===== src/rtl/epbuf_pkg.sv =====
package epbuf_pkg;

  typedef enum logic [2:0] {
    OP_NONE,
    OP_MODE,
    OP_TFREAD,
    OP_VALIDATE,
    OP_CLEAR,
    OP_RESTART,
    OP_DMARST,
    OP_ILLEGAL
  } op_e;

  localparam logic [7:0] CODE_TFREAD   = 8'h0C;
  localparam logic [7:0] CODE_VALIDATE = 8'h0E;
  localparam logic [7:0] CODE_CLEAR    = 8'h0F;
  localparam logic [7:0] CODE_RESTART  = 8'h10;
  localparam logic [7:0] CODE_DMARST   = 8'h11;

  // Map a raw command code to its operation class.
  function automatic op_e decode_op(input logic [7:0] c);
    op_e r;
    if (c[7:3] == 5'd0) r = OP_MODE;
    else begin
      case (c)
        CODE_TFREAD:   r = OP_TFREAD;
        CODE_VALIDATE: r = OP_VALIDATE;
        CODE_CLEAR:    r = OP_CLEAR;
        CODE_RESTART:  r = OP_RESTART;
        CODE_DMARST:   r = OP_DMARST;
        default:       r = OP_ILLEGAL;
      endcase
    end
    return r;
  endfunction

endpackage


===== src/rtl/epbuf_cmd_decode.sv =====
module epbuf_cmd_decode
  import epbuf_pkg::*;
(
  input  logic       valid,
  input  logic [7:0] code,
  output op_e        op
);
  always_comb begin
    op = valid ? decode_op(code) : OP_NONE;
  end
endmodule


===== src/rtl/epbuf_fifo.sv =====
module epbuf_fifo #(
  parameter int DATA_W = 8,
  parameter int DEPTH  = 16,
  localparam int AW    = $clog2(DEPTH),
  localparam int LW    = AW + 1
) (
  input  logic              clk,
  input  logic              rst_n,
  input  logic              cmd_blk,
  input  logic              do_clear,
  input  logic              do_restart,
  input  logic              do_validate,
  input  logic              push_en,
  input  logic [DATA_W-1:0] push_data,
  input  logic              pop_en,
  output logic [DATA_W-1:0] pop_data,
  output logic [AW-1:0]     wr_ptr,
  output logic [AW-1:0]     rd_ptr,
  output logic [LW-1:0]     level,
  output logic              pkt_valid,
  output logic              push_ok,
  output logic              pop_ok
);
  logic [DATA_W-1:0] mem [DEPTH];

  function automatic logic [AW-1:0] ptr_inc(input logic [AW-1:0] p);
    return (p == AW'(DEPTH - 1)) ? '0 : p + 1'b1;
  endfunction

  assign push_ok  = push_en && !cmd_blk && (level != LW'(DEPTH));
  assign pop_ok   = pop_en && !cmd_blk && (level != '0);
  assign pop_data = mem[rd_ptr];

  always_ff @(posedge clk) begin
    if (push_ok) mem[wr_ptr] <= push_data;
  end

  always_ff @(posedge clk) begin
    if (!rst_n || do_clear) begin
      wr_ptr    <= '0;
      rd_ptr    <= '0;
      level     <= '0;
      pkt_valid <= 1'b0;
    end else if (do_restart) begin
      wr_ptr <= '0;
      rd_ptr <= '0;
    end else begin
      if (push_ok) wr_ptr <= ptr_inc(wr_ptr);
      if (pop_ok)  rd_ptr <= ptr_inc(rd_ptr);
      case ({push_ok, pop_ok})
        2'b10:   level <= level + 1'b1;
        2'b01:   level <= level - 1'b1;
        default: level <= level;
      endcase
      if (do_validate) pkt_valid <= (level != '0);
      else if (pop_ok && !push_ok && level == LW'(1)) pkt_valid <= 1'b0;
    end
  end
endmodule


===== src/rtl/epbuf_tf_seq.sv =====
module epbuf_tf_seq #(
  parameter int TF_N   = 8,
  parameter int EXCL_A = 0,
  parameter int EXCL_B = 7,
  localparam int IW    = $clog2(TF_N + 1),
  localparam int OW    = $clog2(TF_N)
) (
  input  logic          clk,
  input  logic          rst_n,
  input  logic          start,
  output logic          busy,
  output logic          irq,
  output logic [OW-1:0] tf_addr
);
  logic [IW-1:0] idx;
  logic [IW-1:0] first_idx;
  logic [IW-1:0] next_idx;
  logic          seq_last;

  // Lowest allowed address at or above 'from'; TF_N when none remains.
  function automatic logic [IW-1:0] tf_scan(input int from);
    logic [IW-1:0] r;
    r = IW'(TF_N);
    for (int a = TF_N - 1; a >= 0; a--) begin
      if (a >= from && a != EXCL_A && a != EXCL_B) r = IW'(a);
    end
    return r;
  endfunction

  always_comb begin
    first_idx = tf_scan(0);
    next_idx  = tf_scan(int'(idx) + 1);
    seq_last  = (next_idx == IW'(TF_N));
  end

  always_ff @(posedge clk) begin
    if (!rst_n) begin
      busy <= 1'b0;
      irq  <= 1'b0;
      idx  <= '0;
    end else begin
      irq <= 1'b0;
      if (start && !busy) begin
        if (first_idx == IW'(TF_N)) irq <= 1'b1;
        else begin
          busy <= 1'b1;
          idx  <= first_idx;
        end
      end else if (busy) begin
        if (seq_last) begin
          busy <= 1'b0;
          irq  <= 1'b1;
        end else idx <= next_idx;
      end
    end
  end

  assign tf_addr = idx[OW-1:0];
endmodule


===== src/rtl/epbuf_cmd_ctrl.sv =====
module epbuf_cmd_ctrl
  import epbuf_pkg::*;
#(
  parameter int DATA_W = 8,
  parameter int DEPTH  = 16,
  parameter int TF_N   = 8,
  parameter int EXCL_A = 0,
  parameter int EXCL_B = 7,
  localparam int AW    = $clog2(DEPTH),
  localparam int TF_AW = $clog2(TF_N)
) (
  input  logic              clk,
  input  logic              rst_n,
  input  logic              cmd_wr,
  input  logic [7:0]        cmd_code,
  output logic              cmd_busy,
  input  logic              push_en,
  input  logic [DATA_W-1:0] push_data,
  input  logic              pop_en,
  output logic [DATA_W-1:0] pop_data,
  output logic [AW-1:0]     wr_ptr,
  output logic [AW-1:0]     rd_ptr,
  output logic [AW:0]       level,
  output logic              pkt_valid,
  output logic              tf_rd,
  output logic [TF_AW-1:0]  tf_addr,
  output logic              irq,
  output logic [1:0]        dma_mode,
  output logic              dma_dir,
  output logic              dma_armed,
  output logic              illegal_cmd
);
  // Named internal events, also observed by the bound checker.
  logic       tf_busy;
  logic       pend_v;
  logic [7:0] pend_code;
  logic       cmd_exec;
  logic [7:0] exec_code;
  op_e        exec_op;
  logic       push_ok;
  logic       pop_ok;

  assign cmd_exec  = !tf_busy && (pend_v || cmd_wr);
  assign exec_code = pend_v ? pend_code : cmd_code;

  epbuf_cmd_decode dec_i (
    .valid (cmd_exec),
    .code  (exec_code),
    .op    (exec_op)
  );

  // One-deep hold slot: the latest write wins while a command cannot run.
  always_ff @(posedge clk) begin
    if (!rst_n) begin
      pend_v    <= 1'b0;
      pend_code <= '0;
    end else if (cmd_wr && (tf_busy || pend_v)) begin
      pend_v    <= 1'b1;
      pend_code <= cmd_code;
    end else if (cmd_exec) begin
      pend_v <= 1'b0;
    end
  end

  epbuf_fifo #(.DATA_W(DATA_W), .DEPTH(DEPTH)) fifo_i (
    .clk         (clk),
    .rst_n       (rst_n),
    .cmd_blk     (cmd_exec),
    .do_clear    (exec_op == OP_CLEAR || exec_op == OP_DMARST),
    .do_restart  (exec_op == OP_RESTART),
    .do_validate (exec_op == OP_VALIDATE),
    .push_en     (push_en),
    .push_data   (push_data),
    .pop_en      (pop_en),
    .pop_data    (pop_data),
    .wr_ptr      (wr_ptr),
    .rd_ptr      (rd_ptr),
    .level       (level),
    .pkt_valid   (pkt_valid),
    .push_ok     (push_ok),
    .pop_ok      (pop_ok)
  );

  epbuf_tf_seq #(.TF_N(TF_N), .EXCL_A(EXCL_A), .EXCL_B(EXCL_B)) tf_i (
    .clk     (clk),
    .rst_n   (rst_n),
    .start   (exec_op == OP_TFREAD),
    .busy    (tf_busy),
    .irq     (irq),
    .tf_addr (tf_addr)
  );

  assign tf_rd    = tf_busy;
  assign cmd_busy = tf_busy;

  always_ff @(posedge clk) begin
    if (!rst_n) begin
      dma_mode    <= '0;
      dma_dir     <= 1'b0;
      dma_armed   <= 1'b0;
      illegal_cmd <= 1'b0;
    end else begin
      case (exec_op)
        OP_MODE: begin
          dma_mode  <= exec_code[2:1];
          dma_dir   <= exec_code[0];
          dma_armed <= 1'b1;
        end
        OP_DMARST: begin
          dma_mode    <= '0;
          dma_dir     <= 1'b0;
          dma_armed   <= 1'b0;
          illegal_cmd <= 1'b0;
        end
        OP_ILLEGAL: illegal_cmd <= 1'b1;
        default: ;
      endcase
    end
  end
endmodule


===== config.mk =====
export PLATFORM = sky130hd
export DESIGN_NAME = epbuf_cmd_ctrl
export DESIGN_NICKNAME = d
export VERILOG_FILES = /design/src/rtl/epbuf_pkg.sv /design/src/rtl/epbuf_cmd_decode.sv /design/src/rtl/epbuf_fifo.sv /design/src/rtl/epbuf_tf_seq.sv /design/src/rtl/epbuf_cmd_ctrl.sv
export SDC_FILE = /design/constraint.sdc
export NUM_CORES = 1
export LEC_CHECK = 0
export BUFFER_PORTS_ARGS = -buffer_cell sky130_fd_sc_hd__buf_2
export CORE_ASPECT_RATIO = 0.8
export CORE_UTILIZATION = 40
export DETAILED_ROUTE_END_ITERATION = 8
export GPL_ROUTABILITY_DRIVEN = 0
export SLEW_MARGIN = 5
export SYNTH_ARGS = -nofsm -noshare
export SYNTH_HDL_FRONTEND = slang
export SYNTH_SLANG_ARGS = --single-unit
export TNS_END_PERCENT = 5

===== constraint.sdc =====
create_clock -name clk -period 6.1 [get_ports clk]
set_clock_uncertainty 0.05 [all_clocks]
set_input_delay 1.22 -clock clk [delete_from_list [all_inputs] [get_ports clk]]
set_output_delay 1.22 -clock clk [all_outputs]
set_load 0.02 [all_outputs]

==> flow_metrics.py, run 1 <==
metrics = {
    "timing": {
        "post-route-min-period_ns": 4.10,
        "tightest_slew_ns": 1.17,
        "rsz0062_at_grt": "no",
        "fin_crit_sh_pct": 67.1,
        "maxSlewViolCount": 0,
        "fin_setup_tns_ns": 0,
        "finalHoldViolCount": 0,
        "setup_violations": 0,
        "max_freq_ghz": 0.244,
        "maxSlewHeadroom_pct": 21.5,
    },
    "route": {
        "ant_nets": 0,
        "drtPass1Iterations": 5,
        "num_vias": 3946,
        "viasPerCell": 5.47,
        "wire_per_inst_um": 20.9,
        "drc": 0,
        "postRouteWirelength_um": 15100,
        "drtIter0Drc": 387,
    },
    "worst_setup_path": {
        "endpoint_kind": "output port",
        "slowest_stage": "dfxtp_2",
        "path_max_fanout": 18,
        "cpPeakStageDelay_ns": 0.68,
        "crit_arrival_ns": 2.83,
        "r2r-start": "pend_v$_SDFFE_PN0P_",
        "critical-path-top-delay-family": "multiplexers",
        "cp_cell_sequence": "buf_4 -> mux4_2 -> mux4_2 -> buf_2",
        "crit_type": "flop to output port",
        "critPathRequiredTime_ns": 4.83,
        "path_buf_inv": 2,
        "crit_top_cell": "mux4_2",
        "cp-start-kind": "flop",
    },
    "clock_network": {
        "cts_sinks": 166,
        "htreeDepth": 4,
        "clock_latency_ns": 0.43,
        "cts-buffers-inserted": 17,
        "cts_tree": "built",
        "cts_buffer_depth": 2,
        "cts_hold_buffers": 0,
        "cts.repair.resized": 0,
        "post_cts_buffers": 0,
        "clock-root-buffer": "clkbuf_16",
        "clk_pin_slew_ns": 0.07,
    },
    "synthesis": {
        "synth_fa_ha_area_share_pct": 2.52,
        "yosys.area_share.simple_pct": 6.74,
        "synth_top_family_by_area": "multiplexers",
        "synth_area_mm2": 0.00696,
        "yosysUniqueCellTypes": 54,
        "synth_seq_area_share_pct": 66.2,
        "synthCells": 432,
        "synth_ff_type": "edfxtp_1",
        "synth_seq_cells": 166,
        "yosys_warnings": 0,
        "synthXorXnorAreaFrac_pct": 1.01,
        "synth_edf_count": 128,
        "avgSynthCellArea_um2": 16.1,
        "syn_nets": 467,
        "ys_async_sr_fraction_pct": 0,
        "synthMuxAreaShare_pct": 16.2,
        "synth-compound-area-share_pct": 5.36,
    },
    "worst_hold_path": {
        "min_from": "tf_i.idx[3]$_SDFFE_PP0P_",
        "hold_path_class": "flop to flop",
    },
    "run": {
        "maxCapViolations": 0,
    },
    "power_and_ir_drop": {
        "p_per_area_mw_per_mm2": 303,
        "power.total_uw": 2430,
        "p_leak_uw": 0.00272,
        "ir_drop_v": 0.000169,
    },
    "die": {
        "ioPinCount": 54,
        "die-area_mm2": 0.0179,
        "die_w_um": 149,
        "core_mm2": 0.0168,
        "initial_utilization_pct": 41.5,
        "die_height_um": 120,
        "floorplan.rows": 42,
    },
    "layout": {
        "fin_nets": 524,
        "finalNonFillerCells": 722,
        "design_area_mm2": 0.00801,
        "area_growth_pct": 15.0,
        "layout-drive-gt1-share_pct": 28.7,
        "num_antenna_cells": 0,
        "nFillCells": 1395,
    },
    "global_route": {
        "grt_usage_pct": 18.2,
        "grt_pass1_wl_um": 23200,
        "overflow": 0,
        "grt_max_degree": 33,
        "grt_pass1_vias": 3904,
        "antenna_found_initial": 0,
    },
    "placed_design": {
        "hpwl_um": 10200,
        "place_area_mm2": 0.00745,
        "port_buffers": 53,
        "dp_cells": 690,
    },
    "outcome": {
        "status": "finished clean",
    },
}
[per-stage QoR]
step	setup slack, ns	hold WS, ns	util (%)
floorplan	2.55	0.373	-
global placement	2.32	0.384	44.4
detailed placement	2.21	0.393	44.4
CTS	1.93	0.402	47.8
global route	1.85	0.437	47.8
finish	2.01	0.401	47.8
[report_power, final]
part           switching [uW]  internal [uW]  total, uW
Combinational            96.2           75.0        171
Sequential               15.9           1230       1240
Clock                     479            537       1020
[registers in the layout (all words and copies together), names as in the netlist, named ones only]
| register | cells |
|---|---|
| dma_armed | 1 |
| dma_dir | 1 |
| dma_mode | 2 |
| fifo_i.level | 5 |
| fifo_i.mem | 128 |
| fifo_i.pkt_valid | 1 |
| fifo_i.rd_ptr | 4 |
| fifo_i.wr_ptr | 4 |
| illegal_cmd | 1 |
| pend_code | 8 |
| pend_v | 1 |
| tf_i.busy | 1 |
| tf_i.idx | 4 |
| tf_i.irq | 1 |
[path summary, 6_finish.rpt]
kind,slack (ns),cells past startpoint,to
max,2.01,4,pop_data[6]
min reg2reg,0.40,2,tf_i.idx[3]$_SDFFE_PP0P_
max reg2reg,2.89,8,fifo_i.level[3]$_SDFFE_PP0P_
min,0.40,2,tf_i.idx[3]$_SDFFE_PP0P_
[synthesized netlist by cell type (all sizes together), types with 8 or more instances]
library cell  instances  area, um2
mux2i                17        170
dfxtp                38        761
a21oi                13       65.1
ha                   14        175
o21ai                11       55.1
edfxtp              128       3840
nand2                20       75.1
nor3                  8       40.0
nor2                 39        146
inv                  11       41.3
mux4                 40        901
clkbuf                8       30.0
buf                  13       70.1
[tightest hold or removal path, stage by stage, from the launching register on]
cell     delay [ns]
dfxtp_1        0.32
nand2_1        0.06
nor2_1         0.03
[cell usage in the layout (no fill, tap or decap), drive strengths merged, types with 2 or more instances in the layout]
master / Yosys / final
or3: 2 / 2
nand2b: 3 / 3
a22oi: 3 / 3
a211oi: 4 / 4
clkinvlp: 0 / 4
buf: 13 / 59
nor2: 39 / 39
o31ai: 2 / 2
mux4: 40 / 40
mux2: 5 / 5
edfxtp: 128 / 128
mux2i: 17 / 17
clkinv: 0 / 4
o21bai: 2 / 2
nor2b: 2 / 2
nor3: 8 / 8
o21ba: 2 / 2
a31oi: 4 / 4
nand4: 3 / 3
nand3: 7 / 7
or4b: 3 / 3
o21ai: 11 / 11
dfxtp: 38 / 38
clkbuf: 8 / 17
inv: 11 / 18
a21oi: 13 / 13
nand2: 20 / 20
xor2: 7 / 7
ha: 14 / 14
o211ai: 3 / 3
[per-layer routing]
| layer | part of all wire [%] | up-vias | wire, um | track usage [%] |
|---|---|---|---|---|
| met4 | 1.0 | 0 | 153 | 5.55 |
| met3 | 5.6 | 14 | 849 | 4.18 |
| li1 | - | 1812 | - | - |
| met5 | 0 | - | 0 | 0 |
| met2 | 45 | 125 | 6830 | 26.2 |
| met1 | 48 | 1995 | 7260 | 27.0 |
[cells by family (layout without fill, tap and decap cells)]
| logic type | count (synthesis) | in the layout |
|---|---|---|
| AND/OR/NAND/NOR | 97 | 97 |
| XOR/XNOR | 8 | 8 |
| buffers and inverters | 32 | 102 |
| flip-flops | 166 | 166 |
| AO/OA/AOI/OAI | 53 | 53 |
| adder cells (fa/ha/maj) | 14 | 14 |
| multiplexers | 62 | 62 |
[area by class of cell]
cell class | instances | area (um2) | area share (%)
Timing Repair Buffer | 59 | 310 | 3.88
Clock inverter | 15 | 135 | 1.69
Multi-Input combinational cell | 234 | 2210 | 27.7
Inverter | 11 | 41.3 | 0.516
Clock buffer | 17 | 425 | 5.31
Tap cell | 220 | 275 | 3.44
Sequential cell | 166 | 4610 | 57.5
Power figures use the tool's default switching activity.
==> run 2: changes to the inputs <==
- clock period: 6.1 -> 3.4 ns (I/O delays scaled with it)
==> flow_metrics.py, run 2 (synthesis results as in run 1) <==
metrics = {
    "route": {
        "ant_nets": 0,
        "drtPass1Iterations": 5,
        "postRouteWirelength_um": 14200,
        "routed-wl-met2_um": 6380,
        "viasPerCell": 5.36,
        "drc": 0,
        "num_vias": 3964,
        "wl_met1_um": 6670,
        "wire_per_inst_um": 19.2,
        "wl_met3_um": 967,
        "drtIter0Drc": 291,
        "routed.top_layer": "met4",
    },
    "timing": {
        "maxSlewViolCount": 0,
        "max_freq_ghz": 0.328,
        "maxSlewHeadroom_pct": 34.5,
        "tightest_slew_ns": 0.977,
        "setup_violations": 0,
        "rsz0062_at_grt": "no",
        "fin_crit_sh_pct": 89.7,
        "finalHoldViolCount": 0,
        "post-route-min-period_ns": 3.05,
        "fin_setup_tns_ns": 0,
        "whs_ns": 0.409,
    },
    "layout": {
        "largest_register_ffs": 128,
        "area_growth_pct": 17.0,
        "final_cell_mix": "128 x edfxtp_1, 53 x buf_2, 40 x mux4_2, 39 x nor2_1, 37 x dfxtp_1",
        "num_antenna_cells": 0,
        "layout-drive-gt1-share_pct": 31.0,
        "top_register": "fifo_i.mem",
        "fin_nets": 541,
        "mostFrequentLayoutCell": "edfxtp_1",
        "top_regs": "fifo_i.mem x128, pend_code x8, fifo_i.level x5",
        "nFillCells": 1393,
    },
    "clock_network": {
        "cts_sinks": 166,
        "cts.repair.resized": 0,
        "cts_tree": "built",
        "cts_buffer_depth": 2,
        "clk_pin_slew_ns": 0.07,
        "clock-root-buffer": "clkbuf_16",
        "clock_latency_ns": 0.42,
        "htreeDepth": 4,
        "cts_hold_buffers": 0,
        "post_cts_buffers": 0,
        "cts-buffers-inserted": 17,
    },
    "outcome": {
        "status": "finished clean",
    },
    "worst_setup_path": {
        "critPathRequiredTime_ns": 2.67,
        "cp-start-kind": "flop",
        "crit_type": "flop to output port",
        "cp_cell_sequence": "buf_12 -> mux4_2 -> mux4_2 -> buf_2",
        "crit_arrival_ns": 2.32,
        "slowest_stage": "mux4_2",
        "critical-path-top-delay-family": "multiplexers",
        "endpoint_kind": "output port",
        "cpPeakStageDelay_ns": 0.59,
        "path_buf_inv": 2,
        "crit_top_cell": "mux4_2",
        "path_max_fanout": 32,
        "r2r-start": "fifo_i.level[0]$_SDFFE_PP0P_",
    },
    "placed_design": {
        "port_buffers": 53,
        "hpwl_um": 9810,
    },
    "run": {
        "maxCapViolations": 0,
    },
    "power_and_ir_drop": {
        "p_per_area_mw_per_mm2": 535,
        "ir_drop_v": 0.000388,
        "p_leak_uw": 0.00281,
    },
    "die": {
        "initial_utilization_pct": 41.5,
        "core_mm2": 0.0168,
        "die_w_um": 149,
        "die-area_mm2": 0.0179,
        "ioPinCount": 54,
        "die_height_um": 120,
        "floorplan.rows": 42,
    },
    "global_route": {
        "grt_max_degree": 33,
        "overflow": 0,
        "antenna_found_initial": 0,
        "grt_usage_pct": 17.1,
        "grt_pass1_wl_um": 22100,
        "grt_pass1_vias": 3886,
    },
    "worst_hold_path": {
        "hold_path_class": "flop to flop",
        "min_from": "tf_i.idx[3]$_SDFFE_PP0P_",
    },
}
## run 2: power breakdown
part | internal, uW | switching [uW]
sequential | 2200 | 18.1
clock | 966 | 842
combinational | 141 | 186
## run 2: through the flow
| step | setup WS, ns | area (um2) | utilization, % | cells | total power (uW) |
|---|---|---|---|---|---|
| 2_1_floorplan | 0.387 | 6960 | - | 432 | 2470 |
| 3_5_place_dp | 0.504 | 7590 | 45.3 | 707 | 2590 |
| 4_1_cts | 0.297 | 8150 | 48.6 | 739 | 4410 |
| 5_1_grt | 0.245 | 8150 | 48.6 | 739 | 4510 |
| 3_3_place_gp | 0.524 | 7590 | 45.3 | 707 | 2580 |
| 6_report | 0.350 | 8150 | 48.6 | 739 | 4350 |
## run 2: worst reg2reg max path, cell delays in order (launching register included)
cell,delay (ns)
dfxtp_1,0.43
inv_1,0.10
ha_1,0.26
or4b_2,0.23
and3_1,0.29
ha_1,0.33
or4b_2,0.61
a21oi_1,0.16
o21ai_0,0.11
xor2_1,0.15
nor2_1,0.05
## run 2: routing by layer
layer | up-vias | track usage, %
met5 | - | 0
met4 | 0 | 5.87
met3 | 11 | 4.83
met2 | 106 | 23.8
met1 | 2004 | 25.3
li1 | 1843 | -
## run 2: worst paths after layout
check	endpoint	cells past startpoint	slack, ns
min	tf_i.idx[3]$_SDFFE_PP0P_	2	0.41
max	pop_data[7]	4	0.35
max reg2reg	fifo_i.level[3]$_SDFFE_PP0P_	10	0.50
min reg2reg	tf_i.idx[3]$_SDFFE_PP0P_	2	0.41
## run 2: layout make-up
cell class                 count  area (um2)  area share, %
sequential                   166        4610           56.5
clock inverter                15         133           1.63
timing repair buffer          76         450           5.53
multi-input combinational    234        2210           27.2
tap                          220         275           3.38
inverter                      11        41.3          0.507
clock buffer                  17         425           5.22
==> run 3: changes to the inputs <==
- BUFFER_PORTS_ARGS: -buffer_cell sky130_fd_sc_hd__buf_2 -> default
- DONT_BUFFER_PORTS: default -> 1
==> flow_metrics.py, run 3 (synthesis results as in run 1) <==
metrics = {
    "global_route": {
        "grt_pass1_wl_um": 22400,
        "grt_usage_pct": 17.4,
        "overflow": 0,
        "antenna_found_initial": 0,
        "grt_pass1_vias": 3730,
        "grt_max_degree": 33,
    },
    "die": {
        "die-area_mm2": 0.0179,
        "die_w_um": 149,
        "ioPinCount": 54,
        "initial_utilization_pct": 41.5,
        "die_height_um": 120,
        "floorplan.rows": 42,
        "core_mm2": 0.0168,
    },
    "route": {
        "drtPass1Iterations": 5,
        "drtIter0Drc": 300,
        "viasPerCell": 5.50,
        "postRouteWirelength_um": 14200,
        "num_vias": 3745,
        "ant_nets": 0,
        "wire_per_inst_um": 20.8,
        "drc": 0,
    },
    "clock_network": {
        "cts_tree": "built",
        "cts_buffer_depth": 2,
        "cts-buffers-inserted": 17,
        "clk_pin_slew_ns": 0.07,
        "cts.repair.resized": 0,
        "cts_sinks": 166,
        "htreeDepth": 4,
        "post_cts_buffers": 0,
        "cts_hold_buffers": 0,
        "clock_latency_ns": 0.43,
        "clock-root-buffer": "clkbuf_16",
    },
    "layout": {
        "top_register": "fifo_i.mem",
        "mostFrequentLayoutCell": "edfxtp_1",
        "largest_register_ffs": 128,
        "top_regs": "fifo_i.mem x128, pend_code x8, fifo_i.level x5",
        "final_cell_mix": "128 x edfxtp_1, 40 x mux4_2, 39 x nor2_1, 37 x dfxtp_1, 20 x nand2_1",
        "design_area_mm2": 0.00790,
        "num_antenna_cells": 0,
        "fin_nets": 484,
        "area_growth_pct": 13.6,
        "layout-drive-gt1-share_pct": 22.6,
    },
    "worst_setup_path": {
        "rr_endpoint": "fifo_i.level[3]$_SDFFE_PP0P_",
        "crit_end": "pop_data[6]",
        "ff2ff_setup_slack_ns": 0.61,
        "crit_arrival_ns": 2.22,
        "reg2regPathDepth": 10,
        "path_max_fanout": 32,
        "r2r-start": "fifo_i.level[0]$_SDFFE_PP0P_",
        "critPathRequiredTime_ns": 2.67,
        "cp-start-kind": "flop",
        "crit_type": "flop to output port",
        "endpoint_kind": "output port",
    },
    "timing": {
        "max_freq_ghz": 0.339,
        "fin_crit_sh_pct": 86.8,
        "whs_ns": 0.294,
        "maxSlewHeadroom_pct": 35.5,
        "fin_setup_tns_ns": 0,
        "finalHoldViolCount": 0,
        "post-route-min-period_ns": 2.95,
        "tightest_slew_ns": 0.961,
        "maxSlewViolCount": 0,
        "setup_violations": 0,
        "rsz0062_at_grt": "no",
    },
    "power_and_ir_drop": {
        "p_leak_uw": 0.00258,
        "p_per_area_mw_per_mm2": 568,
        "ir_drop_v": 0.000373,
    },
    "outcome": {
        "status": "finished clean",
    },
    "placed_design": {
        "place_area_mm2": 0.00729,
        "port_buffers": 0,
        "hpwl_um": 9620,
    },
    "run": {
        "maxCapViolations": 0,
    },
    "worst_hold_path": {
        "hold_path_class": "input pin to flop",
    },
}
## run 3: changes by cell type in the layout (fill, tap and decap cells not counted), sizes merged
cell      before  now
buf           76   19
bufinv         0    3
clkinv         2    4
clkinvlp       3    1
inv           21   17
## run 3: metal layers
metal	vias to the layer above	routed length [um]	track usage [%]
met5	-	0	0
met4	0	115	3.89
met3	12	920	5.82
met2	94	6380	25.3
met1	1906	6750	25.0
li1	1733	-	-
## run 3: cell type report
cell class | count | area, um2
inverters | 11 | 41.3
fillers | 1392 | 8860
multi-input cells | 234 | 2210
clock inverters | 14 | 186
clock buffers | 17 | 425
well taps | 220 | 275
repair buffers | 19 | 155
flip-flops and latches | 166 | 4610
## run 3: worst min-delay path by stage
stage	from	endpoint	slack, ns	depth (start not counted)
floorplan	tf_i.idx[3]$_SDFFE_PP0P_	tf_i.idx[3]$_SDFFE_PP0P_	0.37	2
global placement	tf_i.idx[3]$_SDFFE_PP0P_	tf_i.idx[3]$_SDFFE_PP0P_	0.39	2
detailed placement	tf_i.idx[3]$_SDFFE_PP0P_	tf_i.idx[3]$_SDFFE_PP0P_	0.39	2
CTS	push_data[5]	fifo_i.mem[1][5]$_DFFE_PP_	0.27	0
global route	push_data[5]	fifo_i.mem[1][5]$_DFFE_PP_	0.27	0
finish	push_data[5]	fifo_i.mem[0][5]$_DFFE_PP_	0.29	0
## run 3: worst max-delay path, stage by stage, from the launching register on
cell and delay [ns]:
dfxtp_2 0.34, buf_12 0.27, mux4_2 0.60, mux4_2 0.57
## run 3: power by group
part	switching [uW]	total [uW]	internal (uW)
clock network	818	1990	1170
logic	151	275	125
registers	22.6	2220	2200
## run 3: per-stage QoR
step | utilization [%] | setup WS [ns] | cells | power, uW
after floorplan | - | 0.387 | 432 | 2470
after global placement | 43.5 | 0.646 | 650 | 2540
after detailed placement | 43.5 | 0.597 | 650 | 2550
after CTS | 47.1 | 0.407 | 681 | 4540
after global routing | 47.1 | 0.371 | 681 | 4640
final | 47.1 | 0.448 | 681 | 4490
